$ cat config.mk
export PLATFORM = sky130hd
export DESIGN_NAME = irq_stat_mask
export DESIGN_NICKNAME = d
export VERILOG_FILES = /design/src/rtl/irq_pkg.sv /design/src/rtl/irq_rst_sync.sv /design/src/rtl/irq_chan.sv /design/src/rtl/irq_mask_reg.sv /design/src/rtl/irq_rd_mux.sv /design/src/rtl/irq_stat_mask.sv
export SDC_FILE = /design/constraint.sdc
export NUM_CORES = 1
export LEC_CHECK = 0
export BUFFER_PORTS_ARGS = -buffer_cell sky130_fd_sc_hd__buf_2
export CAP_MARGIN = 40
export CORE_AREA = 2 2 39 41
export CTS_CLUSTER_SIZE = 30
export DETAILED_ROUTE_END_ITERATION = 8
export DIE_AREA = 0 0 41 43
export HOLD_SLACK_MARGIN = 0.08
export PLACE_DENSITY = 0.66
export SLEW_MARGIN = 5
export SYNTH_ARGS = -nofsm -noshare
export SYNTH_HDL_FRONTEND = slang
export SYNTH_SLANG_ARGS = --single-unit
$ cat constraint.sdc
create_clock -name clk -period 1.05 [get_ports clk]
set_input_delay 0.21 -clock clk [delete_from_list [all_inputs] [get_ports clk]]
set_output_delay 0.21 -clock clk [all_outputs]
set_load 0.005 [all_outputs]
$ cat src/rtl/irq_pkg.sv
package irq_pkg;
  localparam int NCH = 2;
  localparam int DW  = 8;

  typedef enum logic {
    REG_STAT = 1'b0,
    REG_MASK = 1'b1
  } reg_sel_e;

  // Bit positions that host software decodes
  localparam int STAT_DRV0 = 0;
  localparam int STAT_BM0  = 1;
  localparam int MSK_M0    = 0;
  localparam int MSK_M1    = 1;
  localparam int MSK_DRV1  = 2;
  localparam int MSK_BM1   = 3;
  localparam int MSK_LEG   = 4;
endpackage

$ cat src/rtl/irq_rst_sync.sv
module irq_rst_sync #(
  parameter int STAGES = 2
) (
  input  logic clk,
  input  logic rst_n,
  output logic rst_n_sync
);
  logic [STAGES-1:0] sr_q;
  logic [STAGES-1:0] sr_d;

  always_comb begin
    sr_d = {sr_q[STAGES-2:0], 1'b1};
  end

  always_ff @(posedge clk or negedge rst_n) begin
    if (!rst_n) sr_q <= '0;
    else        sr_q <= sr_d;
  end

  assign rst_n_sync = sr_q[STAGES-1];
endmodule

$ cat src/rtl/irq_chan.sv
module irq_chan (
  input  logic clk,
  input  logic rst_n,
  input  logic drv_i,
  input  logic done_i,
  input  logic ack_i,
  input  logic mask_i,
  input  logic pol_low_i,
  output logic drv_st_o,
  output logic bm_st_o,
  output logic line_o
);
  logic drv_q, drv_d;
  logic bm_q, bm_d;
  logic active;

  // next state: completion set dominates acknowledge
  always_comb begin
    drv_d = drv_i;
    bm_d  = bm_q;
    if (ack_i)  bm_d = 1'b0;
    if (done_i) bm_d = 1'b1;
  end

  always_ff @(posedge clk or negedge rst_n) begin
    if (!rst_n) begin
      drv_q <= 1'b0;
      bm_q  <= 1'b0;
    end else begin
      drv_q <= drv_d;
      bm_q  <= bm_d;
    end
  end

  always_comb begin
    active = (drv_q | bm_q) & ~mask_i;
    line_o = active ^ pol_low_i;
  end

  assign drv_st_o = drv_q;
  assign bm_st_o  = bm_q;

  // completion pulse always leaves the bit set
  p_bm_set_r3: assert property (@(posedge clk) disable iff (!rst_n)
    done_i |=> bm_st_o);
  // acknowledge alone clears
  p_bm_ack_r3: assert property (@(posedge clk) disable iff (!rst_n)
    (ack_i && !done_i) |=> !bm_st_o);
  // no event, no change
  p_bm_hold_r3: assert property (@(posedge clk) disable iff (!rst_n)
    (!ack_i && !done_i) |=> $stable(bm_st_o));
  // masked channel sits at its inactive level
  p_masked_idle_r7: assert property (@(posedge clk) disable iff (!rst_n)
    mask_i |-> (line_o == pol_low_i));
endmodule

$ cat src/rtl/irq_mask_reg.sv
module irq_mask_reg
  import irq_pkg::*;
(
  input  logic          clk,
  input  logic          rst_n,
  input  logic          wr_en_i,
  input  logic          addr_i,
  input  logic [DW-1:0] wr_data_i,
  output logic [NCH-1:0] mask_o
);
  logic [NCH-1:0] mask_q, mask_d;
  logic           mask_ce;
  logic           unused_wr_bits;

  assign unused_wr_bits = ^wr_data_i[DW-1:NCH];

  always_comb begin
    mask_ce = wr_en_i && (addr_i == REG_MASK);
    mask_d  = mask_ce ? wr_data_i[NCH-1:0] : mask_q;
  end

  always_ff @(posedge clk or negedge rst_n) begin
    if (!rst_n) mask_q <= '0;
    else        mask_q <= mask_d;
  end

  assign mask_o = mask_q;

  // write to status address leaves masks alone
  p_stat_wr_ignored_r6: assert property (@(posedge clk) disable iff (!rst_n)
    (wr_en_i && addr_i == REG_STAT) |=> $stable(mask_o));
  // no write, no change
  p_mask_hold_r6: assert property (@(posedge clk) disable iff (!rst_n)
    !wr_en_i |=> $stable(mask_o));
endmodule

$ cat src/rtl/irq_rd_mux.sv
module irq_rd_mux
  import irq_pkg::*;
(
  input  logic           addr_i,
  input  logic [NCH-1:0] drv_st_i,
  input  logic [NCH-1:0] bm_st_i,
  input  logic [NCH-1:0] mask_i,
  input  logic           legacy_i,
  output logic [DW-1:0]  rd_data_o
);
  always_comb begin
    rd_data_o = '0;
    if (addr_i == REG_STAT) begin
      rd_data_o[STAT_DRV0] = drv_st_i[0];
      rd_data_o[STAT_BM0]  = bm_st_i[0];
    end else begin
      rd_data_o[MSK_M0]   = mask_i[0];
      rd_data_o[MSK_M1]   = mask_i[1];
      rd_data_o[MSK_DRV1] = drv_st_i[1];
      rd_data_o[MSK_BM1]  = bm_st_i[1];
      rd_data_o[MSK_LEG]  = legacy_i;
    end
  end

  // undefined bits read zero
  always_comb begin
    a_stat_hi_zero_r4: assert (addr_i != REG_STAT || rd_data_o[DW-1:2] == '0);
    a_mask_hi_zero_r5: assert (addr_i != REG_MASK || rd_data_o[DW-1:5] == '0);
  end
endmodule

$ cat src/rtl/irq_stat_mask.sv
module irq_stat_mask
  import irq_pkg::*;
(
  input  logic       clk,
  input  logic       rst_n,
  input  logic [1:0] drv_irq_i,
  input  logic [1:0] bm_done_i,
  input  logic [1:0] bm_ack_i,
  input  logic [1:0] pol_low_i,
  input  logic       legacy_hdr_i,
  input  logic       addr_i,
  input  logic       wr_en_i,
  input  logic [7:0] wr_data_i,
  output logic [7:0] rd_data_o,
  output logic [1:0] irq_o
);
  logic           rst_ns;
  logic [NCH-1:0] mask;
  logic [NCH-1:0] drv_st;
  logic [NCH-1:0] bm_st;

  irq_rst_sync #(.STAGES(2)) u_rst (
    .clk(clk), .rst_n(rst_n), .rst_n_sync(rst_ns)
  );

  irq_mask_reg u_mask (
    .clk(clk), .rst_n(rst_ns), .wr_en_i(wr_en_i), .addr_i(addr_i),
    .wr_data_i(wr_data_i), .mask_o(mask)
  );

  for (genvar c = 0; c < NCH; c++) begin : g_ch
    irq_chan u_ch (
      .clk(clk), .rst_n(rst_ns),
      .drv_i(drv_irq_i[c]), .done_i(bm_done_i[c]), .ack_i(bm_ack_i[c]),
      .mask_i(mask[c]), .pol_low_i(pol_low_i[c]),
      .drv_st_o(drv_st[c]), .bm_st_o(bm_st[c]), .line_o(irq_o[c])
    );
  end

  irq_rd_mux u_rd (
    .addr_i(addr_i), .drv_st_i(drv_st), .bm_st_i(bm_st), .mask_i(mask),
    .legacy_i(legacy_hdr_i), .rd_data_o(rd_data_o)
  );

  // masking never disturbs latched bus-master status
  p_mask_keeps_bm_r9: assert property (@(posedge clk) disable iff (!rst_ns)
    (bm_done_i == '0 && bm_ack_i == '0) |=> $stable(bm_st));
  // drive status lags its request by one edge
  p_drv_follow_r2: assert property (@(posedge clk) disable iff (!rst_ns)
    1'b1 |=> (drv_st == $past(drv_irq_i)));
endmodule

==> results.toml <==
[grt]
grt_max_degree = 7
grt.total_usage = 0.0824
grt_pass1_vias = 258
antenna_found_initial = 0
grt.overflow.total = 0
grt_pass1_wl_um = 972

[setup_path]
crit_type = "reg2out"
crit_arrival_ps = 1060
critPathCaptureType = "primary output"
path_buf_inv = 1
path_cells = "o21bai_1, xnor2_1, buf_2"
slowest_stage = "dfrtp_1"
setup.worst_path.start_class = "flip-flop"
critPathMaxStageDelay_ps = 390
cp_top_family = "flip-flops"
worstPathRequired_ps = 840
cp_max_fo = 3

[sta]
tns_ps = -872
finalMaxSlewViolations = 0
skew_ps = 2.90
hold_violations = 0
setup_violations = 6
fmax_mhz = 787
rsz0062_at_grt = "true"
setup_slack_ps = -221
period_share = 1.21
finalCriticalPeriod_ps = 1270

[placement]
dpl.hpwl_um = 496
place.gp.congestion = 0.592
pre_cts_ws_ps = 33.3
io_buffers = 21

[clocking]
cts_sinks = 8
clk_pin_slew_ps = 50
cts_tree = "yes"
cts_buffer_depth = 2
htreeDepth = 1
cts_buffers = 3
clk_latency_ps = 250
cts-root-buf = "clkbuf_4"

[floorplanning]
dieWidth_um = 41
die_y_um = 43
num_io_pins = 31
core_area_mm2 = 0.00138
initial_core_util = 0.276
die_area_mm2 = 0.00176
row_count = 14

[yosys]
synthTopCellsByCount = "8 x dfrtp_1, 5 x buf_4, 3 x and2_2"
synthFlopType = "dfrtp_1"
yosys.area_share.simple = 0.0754
synth_top_area_frac = 0.525
synth-xor-area-share = 0.0459
synthAdderAreaFrac = 0
ys_warn_count = 0
syn-cell-area_um2 = 382
synth.largest_area_cell = "dfrtp_1"
synth.area.mux_share = 0.138
yosysUniqueCellTypes = 11
synth_top_cells_by_area = "dfrtp_1 52%, buf_4 9.8%, mux2_4 7.9%, and2_2 5.9%, mux2_2 5.9%"
synth-edff-count = 0
synthesis.instances = 31
synth_compound_area_frac = 0.0787
syn_avg_cell_area_um2 = 12.3
ys_seq_area_frac = 0.525
ys_seq_elements = 8
synth.most_common_cell = "dfrtp_1"
synth_top_family_by_area = "multiplexers"
synth-async-reset-ratio = 1.00

[finish]
regArea_um2 = 200
drive_above_1_share = 0.617
fillers = 146
multi_input_area_um2 = 154
nNetsFinal = 83
synthToLayoutAreaGrowth_pct = 57.7
diodes = 0

[power_and_ir_drop]
cellLeakagePower_nw = 0.327
pwr_density_cell_mw_per_mm2 = 1300
peakVddDrop_mv = 0.558

[min_path]
min_path_type = "reg2async"

[job]
cap_violations = 0

[route]
drtPass1Iterations = 2
drt_iter0_markers = 8
postRouteAntennaNets = 0
wirelength_um = 659
wl_per_cell_um = 8.67
route.detailed.drc = 0
dr_total_vias = 305
vias_per_cell = 4.01

[outcome]
outcome = "complete, but fails checks"
violations = "negative setup slack"
==> where the power goes <==
group          internal [W]  switching (W)
combinational      0.000141      0.0000590
clock              0.000130      0.0000972
sequential         0.000334      0.0000192
==> cell usage in the layout, fill, tap and decap left out <==
cell / synthesis / final
buf_2: 0 / 17
dfrtp_1: 8 / 8
buf_4: 5 / 5
mux2_4: 2 / 4
conb_1: 2 / 4
buf_6: 0 / 4
clkbuf_4: 0 / 3
dlygate4sd3_1: 0 / 3
o21bai_1: 2 / 2
xnor2_1: 2 / 2
inv_1: 2 / 2
a21o_1: 2 / 2
and2_4: 0 / 2
and2_2: 3 / 1
nand2_2: 1 / 1
==> state kept, by name (all words and copies together), names as in the netlist <==
register and cells:
u_mask.mask_o 2, g_ch.u_ch.drv_st_o 2, g_ch.u_ch.bm_st_o 2, u_rst.sr_q 2
==> metrics by stage <==
stage	util	power (W)	instances	hold slack [ps]	area [um^2]
floorplan	-	0.000454	33	-85.6	389
global placement	0.350	0.000493	66	-4.26	484
detailed placement	0.350	0.000495	66	-3.62	484
finish	0.435	0.000780	76	82.8	602
global route	0.435	0.000830	76	105	602
CTS	0.415	0.000758	75	90.4	574
==> area by class of cell <==
class / instances / area share
sequential: 8 / 0.333
timing repair buffer: 29 / 0.328
multi-input combinational: 18 / 0.256
clock buffer: 3 / 0.0374
tap: 16 / 0.0333
inverter: 2 / 0.0125
==> worst paths after layout <==
| check | start | end | slack [ps] | cells past startpoint |
|---|---|---|---|---|
| worst max-delay path | u_mask.mask_o[1]$_DFFE_PN0P_ | irq_o[1] | -220 | 3 |
| worst min-delay path | u_rst.sr_q[1]$_DFF_PN0_ | u_mask.mask_o[0]$_DFFE_PN0P_ | 80 | 0 |
| worst min register to register | u_rst.sr_q[1]$_DFF_PN0_ | u_mask.mask_o[0]$_DFFE_PN0P_ | 80 | 0 |
| min in group clk | bm_done_i[0] | g_ch[0].u_ch.bm_st_o$_DFFE_PN0P_ | 130 | 2 |
| worst max register to register | u_mask.mask_o[0]$_DFFE_PN0P_ | u_mask.mask_o[0]$_DFFE_PN0P_ | 40 | 3 |
| max in group asynchronous | rst_n | u_rst.sr_q[1]$_DFF_PN0_ | 690 | 2 |
==> layer usage <==
| layer | up-vias | routed length (um) | global-route usage |
|---|---|---|---|
| li1 | 147 | - | - |
| met1 | 140 | 234 | 0.0940 |
| met2 | 16 | 338 | 0.128 |
| met3 | 2 | 75 | 0.0314 |
| met4 | 0 | 11 | 0.0400 |
| met5 | - | 0 | 0 |
==> cell families after synthesis <==
family | Yosys count
buffers and inverters | 7
muxes | 4
AOI/OAI and AO/OA | 4
DFF | 8
and+or+nand+nor | 4
other | 2
xor gates and xnor gates | 2
==> worst register-to-register path, delay by kind of cell (launching register included) <==
kind / cells / cell delay [ps]
buffers and inverters: 2 / 260
flip-flops: 1 / 390
multiplexers: 1 / 250
==> what timing repair did <==
| item | in CTS | in global routing |
|---|---|---|
| gates resized for setup | 4 | 4 |
| buffers inserted | 3 | 1 |
| setup endpoints to repair | 6 | 6 |
| endpoints found under the hold margin | 4 | 0 |
| pin swaps | 1 | 0 |
| hold buffers | 3 | 0 |
No activity file was read; power rests on OpenSTA's default activity.
